`src/rtl/bsr_pkg.sv`:
```
package bsr_pkg;
  typedef enum logic [1:0] {
    LD_KEEP  = 2'd0,
    LD_PAR   = 2'd1,
    LD_SHIFT = 2'd2
  } ld_e;
endpackage

```
`src/rtl/bsr_edge_sync.sv`:
```
module bsr_edge_sync #(
  parameter int unsigned SYNC_STAGES = 2
) (
  input  logic clk_i,
  input  logic rst_ni,
  input  logic async_i,
  output logic rise_o
);
  logic [SYNC_STAGES-1:0] sync_q;
  logic                   last_q;

  generate
    for (genvar i = 0; i < SYNC_STAGES; i++) begin : g_sync
      always_ff @(posedge clk_i or negedge rst_ni) begin
        if (!rst_ni) sync_q[i] <= 1'b0;
        else if (i == 0) sync_q[i] <= async_i;
        else sync_q[i] <= sync_q[(i == 0) ? 0 : i-1];
      end
    end
  endgenerate

  always_ff @(posedge clk_i or negedge rst_ni) begin
    if (!rst_ni) last_q <= 1'b0;
    else         last_q <= sync_q[SYNC_STAGES-1];
  end

  assign rise_o = sync_q[SYNC_STAGES-1] & ~last_q;
endmodule

```
`src/rtl/bsr_ctrl.sv`:
```
module bsr_ctrl
  import bsr_pkg::*;
#(
  parameter int unsigned WIDTH = 8
) (
  input  logic             tick_i,
  input  logic             par_ser_i,
  input  logic             async_i,
  input  logic             a_to_b_i,
  input  logic             a_en_i,
  input  logic [WIDTH-1:0] a_in_i,
  input  logic [WIDTH-1:0] b_in_i,
  input  logic [WIDTH-1:0] q_i,
  output ld_e              ld_o,
  output logic [WIDTH-1:0] par_d_o
);
  always_comb begin
    ld_o = LD_KEEP;
    if (par_ser_i) begin
      if (async_i || tick_i) ld_o = LD_PAR;
    end else if (tick_i) begin
      ld_o = LD_SHIFT;   // async select has no say in serial mode
    end
  end

  // disabled A side recirculates the stored word
  always_comb begin
    if (a_to_b_i) par_d_o = a_en_i ? a_in_i : q_i;
    else          par_d_o = b_in_i;
  end
endmodule

```
`src/rtl/bsr_stages.sv`:
```
module bsr_stages
  import bsr_pkg::*;
#(
  parameter int unsigned WIDTH = 8
) (
  input  logic             clk_i,
  input  logic             rst_ni,
  input  ld_e              ld_i,
  input  logic [WIDTH-1:0] par_d_i,
  input  logic             ser_i,
  output logic [WIDTH-1:0] q_o
);
  logic [WIDTH-1:0] q_q;
  logic [WIDTH:0]   chain;

  assign chain = {q_q, ser_i};

  generate
    for (genvar i = 0; i < WIDTH; i++) begin : g_stage
      logic d;
      always_comb begin
        unique case (ld_i)
          LD_PAR:   d = par_d_i[i];
          LD_SHIFT: d = chain[i];
          default:  d = q_q[i];
        endcase
      end
      always_ff @(posedge clk_i or negedge rst_ni) begin
        if (!rst_ni) q_q[i] <= 1'b0;
        else         q_q[i] <= d;
      end
    end
  endgenerate

  assign q_o = q_q;
endmodule

```
`src/rtl/bsr_bus_reg.sv`:
```
module bsr_bus_reg
  import bsr_pkg::*;
#(
  parameter int unsigned WIDTH       = 8,
  parameter int unsigned SYNC_STAGES = 2
) (
  input  logic             clk_i,
  input  logic             rst_ni,
  input  logic             reg_clk_i,
  input  logic             par_ser_i,
  input  logic             async_i,
  input  logic             a_to_b_i,
  input  logic             a_en_i,
  input  logic             ser_i,
  input  logic [WIDTH-1:0] a_in_i,
  output logic [WIDTH-1:0] a_out_o,
  output logic             a_oe_o,
  input  logic [WIDTH-1:0] b_in_i,
  output logic [WIDTH-1:0] b_out_o,
  output logic             b_oe_o,
  output logic             ser_o
);
  logic             tick;
  ld_e              ld;
  logic [WIDTH-1:0] par_d;
  logic [WIDTH-1:0] q;
  logic             run_q;

  bsr_edge_sync #(.SYNC_STAGES(SYNC_STAGES)) u_sync (
    .clk_i  (clk_i),
    .rst_ni (rst_ni),
    .async_i(reg_clk_i),
    .rise_o (tick)
  );

  bsr_ctrl #(.WIDTH(WIDTH)) u_ctrl (
    .tick_i   (tick),
    .par_ser_i(par_ser_i),
    .async_i  (async_i),
    .a_to_b_i (a_to_b_i),
    .a_en_i   (a_en_i),
    .a_in_i   (a_in_i),
    .b_in_i   (b_in_i),
    .q_i      (q),
    .ld_o     (ld),
    .par_d_o  (par_d)
  );

  bsr_stages #(.WIDTH(WIDTH)) u_stages (
    .clk_i  (clk_i),
    .rst_ni (rst_ni),
    .ld_i   (ld),
    .par_d_i(par_d),
    .ser_i  (ser_i),
    .q_o    (q)
  );

  // drivers stay off until the first edge out of reset
  always_ff @(posedge clk_i or negedge rst_ni) begin
    if (!rst_ni) run_q <= 1'b0;
    else         run_q <= 1'b1;
  end

  assign a_oe_o  = run_q & ~a_to_b_i & a_en_i;
  assign b_oe_o  = run_q & a_to_b_i;
  assign a_out_o = q;
  assign b_out_o = q;
  assign ser_o   = q[WIDTH-1];
endmodule

```
`config.mk`:
```
export PLATFORM = sky130hd
export DESIGN_NAME = bsr_bus_reg
export DESIGN_NICKNAME = d
export VERILOG_FILES = /design/src/rtl/bsr_pkg.sv /design/src/rtl/bsr_edge_sync.sv /design/src/rtl/bsr_ctrl.sv /design/src/rtl/bsr_stages.sv /design/src/rtl/bsr_bus_reg.sv
export SDC_FILE = /design/constraint.sdc
export NUM_CORES = 1
export LEC_CHECK = 0
export BUFFER_PORTS_ARGS = -buffer_cell sky130_fd_sc_hd__buf_4
export CORE_ASPECT_RATIO = 0.9
export CORE_MARGIN = 10
export CORE_UTILIZATION = 43
export CTS_CLUSTER_DIAMETER = 100
export DETAILED_ROUTE_END_ITERATION = 8
export GPL_ROUTABILITY_DRIVEN = 0
export PLACE_DENSITY = 0.82
export SLEW_MARGIN = 20
export SYNTH_ARGS = -nofsm -noshare
export SYNTH_HDL_FRONTEND = slang
export SYNTH_HIERARCHICAL = 1
export SYNTH_SLANG_ARGS = --single-unit
export TNS_END_PERCENT = 50
```
`constraint.sdc`:
```
create_clock -name clk_i -period 1.8 [get_ports clk_i]
set_clock_uncertainty 0.05 [all_clocks]
set_input_delay 0.27 -clock clk_i [delete_from_list [all_inputs] [get_ports clk_i]]
set_output_delay 0.27 -clock clk_i [all_outputs]
set_load 0.01 [all_outputs]
```
# Yosys cells after proc, flatten, opt, wreduce, memory -nomap -nowiden

Index checks and enable logic that the tools add are counted.

Divide/modulo/power cells: 0
Muxes and demuxes: 13
Equal/unequal tests: 3
Reductions and logical operators: 3
Bitwise operators: 6
Add/sub/neg operators: 0
Order comparisons: 0
Shift operators: 0
$mul: 0

Operators by type and width:

| operator           | count |
|---|---|
| $mux 8             | 2 |
| $pmux 1 s2         | 8 |
| $and 1x1->1        | 4 |
| $mux 2             | 2 |
| $ne 3x3->1 const B | 1 |
| $eq 2x1->1 const B | 1 |
| $eq 2x2->1 const B | 1 |
| $not 1->1          | 2 |
| $reduce_and 2->1   | 1 |
| $reduce_bool 2->1  | 1 |
| $logic_or 1x1->1   | 1 |
| $mux 1             | 1 |

Latch bits: 0
Memory bits (writable): 0
Output and inout bits: 19
ROM bits: 0
Memories kept: 0
Register bits after elaboration: 12

# Logic depth before layout (Yosys ltp)

Depth in word-level cells: 8
Mapped depth: 7

# Cells and area by module

Netlist, hierarchy kept.

By module, submodules not included:

| module        | cells each | times used | sequential area each (um^2) | area each (um^2) |
|---|---|---|---|---|
| bsr_stages    | 36         | 1          | 200.2                       | 389.1 |
| bsr_ctrl      | 29         | 1          | 0.0                         | 197.7 |
| bsr_bus_reg   | 13         | 1          | 25.0                        | 112.6 |
| bsr_edge_sync | 4          | 1          | 75.1                        | 88.8 |

# Least setup slack after synthesis

No wires, ideal clock.

Path kind: register to register
Start: register u_sync.last_q
End: register u_stages.q_q[0] (netlist: u_stages/q_o[0])
Path buffers: 1
Clock period less this slack: 1.412 ns
Slack: 0.388 ns
Stages on the path, launching flop included: 8
Data required time: 1.624 ns
Data arrival time: 1.236 ns
Library setup time: 0.126 ns
Cell sequence: dfrtp_1 > nor2b_4 > o21a_1 > inv_1 > ha_1 > buf_6 > nand2_1 > o21ai_1

Word-level cells in the longest chain between the ends: 8

Ends and longest elaborated chain:

| what                                                      | line                | text |
|---|---|---|
| from (decl)                                               | bsr_edge_sync.sv:10 | `logic last_q;` |
| from (signal assigned)                                    | bsr_edge_sync.sv:24 | `else last_q <= sync_q[SYNC_STAGES-1];` |
| $not 1->1 (*)                                             | bsr_edge_sync.sv:27 | `assign rise_o = sync_q[SYNC_STAGES-1] & ~last_q;` |
| $and 1x1->1 (*)                                           | bsr_edge_sync.sv:27 |  |
| named net tick                                            | bsr_bus_reg.sv:23   | `logic tick;` |
| $logic_or 1x1->1 (*)                                      | bsr_ctrl.sv:20      | `if (async_i \|\| tick_i) ld_o = LD_PAR;` |
| $mux 1 (*)                                                | bsr_ctrl.sv:20      |  |
| $mux 2 (*)                                                | bsr_ctrl.sv:19      | `if (par_ser_i) begin` |
| named net ld[0]                                           | bsr_bus_reg.sv:24   | `ld_e ld;` |
| $eq 2x1->1 or $eq 2x2->1 (tied branches)                  | bsr_stages.sv:22    | `unique case (ld_i)` |
| $ne 3x3->1 (no line) or $reduce_bool 2->1 (tied branches) | --                  |  |
| $reduce_and 2->1 (no line)                                | --                  |  |
| to (signal, indexed assignment)                           | bsr_stages.sv:29    | `if (!rst_ni) q_q[i] <= 1'b0;` |
| to (signal, indexed assignment)                           | bsr_stages.sv:30    | `else q_q[i] <= d;` |
| to (decl)                                                 | bsr_stages.sv:13    | `logic [WIDTH-1:0] q_q;` |

The timed path passes the listed nets; every way through them passes the cells marked *.
A chain may end at the register's enable or synchronous reset.

# Worst setup path in the final report

Start: register u_sync.last_q
End: register u_stages.q_q[2] (netlist: u_stages/q_o[2])

The elaborated chain is that of the path after synthesis.

==> out/results.md <==
Finish
• diodes inserted: 0
• Filler Cells Inserted: 157
• Syn-to-layout area delta: 35.40%
• fraction of layout instances using a drive strength above 1: 43.10%
• utilization after layout: 62.81%
• final net count: 142
• finished layout cell area: 1067 µm²
• final cell count without fillers: 140

Timing
• hold violation count in the final report: 0
• portion of the clock cycle consumed by the worst path in the final layout: 86.28%
• setup slack of the critical path after layout: 247.0 ps
• summed negative setup slack over all endpoints: 0 ps
• setup repair after global routing missed its margin: no
• highest achievable clock rate: 643.9 MHz
• Final setup viols: 0
• number of max-slew violations in the final report: 0
• min Tclk post-route: 1553 ps

Synth
• area share of the leading cell type in the synthesized netlist: 38.10%
• cell taking the most area after synthesis: sky130_fd_sc_hd__dfrtp_1
• distinct cell type count of the synthesized netlist: 17
• number of warnings reported in the yosys synthesis log: 6
• number of synthesized register bits: 12
• cells after synthesis: 82
• fraction of registers with async set or reset after synthesis: 100.0%
• syn_nets: 107
• library cell with the highest instance count after synthesis: sky130_fd_sc_hd__mux2i_1
• Synth Cell Area: 788.3 µm²
• commonest cells in the netlist: 16 x sky130_fd_sc_hd__mux2i_1, 12 x sky130_fd_sc_hd__dfrtp_1, 10 x sky130_fd_sc_hd__buf_4
• synthesized area per cell: 9.613 µm²
• predominant post-synthesis flop cell: sky130_fd_sc_hd__dfrtp_1
• largest cells by area after synthesis: sky130_fd_sc_hd__dfrtp_1 38%, sky130_fd_sc_hd__mux2i_1 20%, sky130_fd_sc_hd__buf_4 9.5%
• fraction of the yosys area taken by sequential cells: 38.10%
• number of synthesized flops with an enable pin: 0

Die
• effective utilization at floorplan: 46.39%
• floorplan row count: 14
• vertical die dimension: 60.62 µm
• total I/O pin count: 43
• die area: 3948 µm²
• Core Region: 1699 µm²
• x dimension of the die: 65.13 µm

GRT
• pin count of the biggest net entering global routing: 19
• global-route wire length before repair: 3.077 mm
• vias in the first global route: 612
• antenna violations before repair: 0
• overall routing resource usage: 10.18%
• sum of overflow across all layers after global routing: 0

Routing
• final wirelength: 2.076 mm
• total vias in the final route: 655
• Pre-Repair DR Iteration Count: 3
• Iter 0 DRT Violations: 5
• average wire per cell in the routed design: 14.83 µm
• residual antenna-violating net count after detailed routing: 0
• DRC violations left: 0
• via-per-instance ratio: 4.679

Clock network
• buffer type at the clock tree root: sky130_fd_sc_hd__clkbuf_4
• total number of H-tree levels: 1
• Setup Fix Bufs, Post-CTS: 0
• Clk Latency, worst-skew pair: 270 ps
• cts repair resizes: 0
• number of CTS-inserted buffers: 3
• clock sink count: 12
• CTS clk-pin slew, worst paths: 80 ps
• clock tree from TritonCTS: yes
• worst-case clock buffer depth: 2

Place
• total cell area at the placement stage: 1021 µm²
• placed cells: 135
• Port Buffer Count: 42
• worst slack at placement: 254.5 ps
• placed wire-length estimate: 1.679 mm

Worst setup path
• Register-to-Register Path Depth: 5
• data arrival at the endpoint of the critical path: 1650 ps
• Critical path origin: u_sync/last_q$_DFF_PN0_
• startpoint of the worst register-to-register path: u_sync/last_q$_DFF_PN0_
• Worst Path Max Fanout: 16
• endpoint class of the critical path: flop
• worst reg2reg setup slack: 250 ps
• critical path type: flop to flop
• Worst setup SP type: flop
• end of the worst register-to-register path: u_stages/q_o[2]$_DFFE_PN0P_
• required time reported for the critical path endpoint: 1890 ps
• end point of the critical path: u_stages/q_o[2]$_DFFE_PN0P_

Power and ir drop
• static leakage power: 0.5388 nW
• VDD IR max: 0.4784 mV
• PD cells: 893.4 nW/µm²

Hold path
• hold crit path type: input pin to flop
• hold wc startpoint: reg_clk_i
• Cells on Worst Hold Path: 1

Flow run
• max-capacitance violation count: 0

Run status
• outcome: finished clean

## how the worst min path moves through the flow
| stage | to | slack (ps) |
|---|---|---|
| floorplan | run_q$_DFF_PN0_ | -80 |
| global placement | u_stages/q_o[0]$_DFFE_PN0P_ | 70 |
| detailed placement | u_stages/q_o[0]$_DFFE_PN0P_ | 70 |
| CTS | u_sync/sync_q[0]$_DFF_PN0_ | 40 |
| global route | u_sync/sync_q[0]$_DFF_PN0_ | 30 |
| finish | u_sync/sync_q[0]$_DFF_PN0_ | 50 |
## timing repair
action | CTS | global route
hold buffers | 1 | 0
setup endpoints to repair | 0 | 0
endpoints found under the hold margin | 12 | 0
## cells by family (layout without fill, tap and decap cells)
family,Yosys count,in the layout,synth area share [%]
flops,12,12,38.10
other cells,1,1,0.4757
buf+inv,15,49,15.71
simple gates,20,20,12.22
mux,16,16,20.32
fa+ha+maj,1,1,1.587
compound gates,17,17,11.59
## layout by cell type (no fill, tap or decap), types with 3 or more instances in the layout
cell type	instances
sky130_fd_sc_hd__nand2_1	8
sky130_fd_sc_hd__buf_4	43
sky130_fd_sc_hd__mux2i_1	16
sky130_fd_sc_hd__clkbuf_4	3
sky130_fd_sc_hd__o21ai_1	8
sky130_fd_sc_hd__nor2_1	8
sky130_fd_sc_hd__a21oi_1	7
sky130_fd_sc_hd__dfrtp_1	12
## flip-flops by register name (all words and copies together) (netlist names)
signal	flops
u_sync/last_q	1
u_sync/sync_q	2
u_stages/q_o	8
run_q	1
## cell type report
class                           count  area (µm²)  share of cell area [%]
Clock buffer                        4       36.28                   3.400
Inverter                            1       3.754                  0.3517
Multi-Input combinational cell     55       364.1                   34.11
Sequential cell                    12       300.3                   28.14
Tap cell                           24       30.03                   2.814
Timing Repair Buffer               44       332.8                   31.18
## worst max-delay path: stages, from the launching register on
cell and delay [ps]:
sky130_fd_sc_hd__dfrtp_1 400, sky130_fd_sc_hd__nor2b_4 120, sky130_fd_sc_hd__o21a_1 120, sky130_fd_sc_hd__inv_1 40, sky130_fd_sc_hd__ha_1 550, sky130_fd_sc_hd__o21ai_1 140
## power breakdown
part	leakage, nW	internal (mW)	total, mW	switching, mW
logic	0.374	0.198	0.359	0.162
registers	0.144	0.315	0.374	0.0587
clock network	0.0210	0.123	0.220	0.0975
## metal layers
layer,share of wire [%],GRT usage (%)
met3,8.6,4.972
met4,0.67,5.488
met5,0,0
met1,40,10.43
met2,50,17.13
## per-stage QoR
step | hold slack, ps | total power, mW
finish | 48.91 | 0.9535
global route | 30.18 | 1.016
CTS | 42.03 | 0.9704
detailed placement | 66.80 | 0.7464
global placement | 65.20 | 0.7290
floorplan | -75.59 | 0.5964
Power figures use the tool's default switching activity.
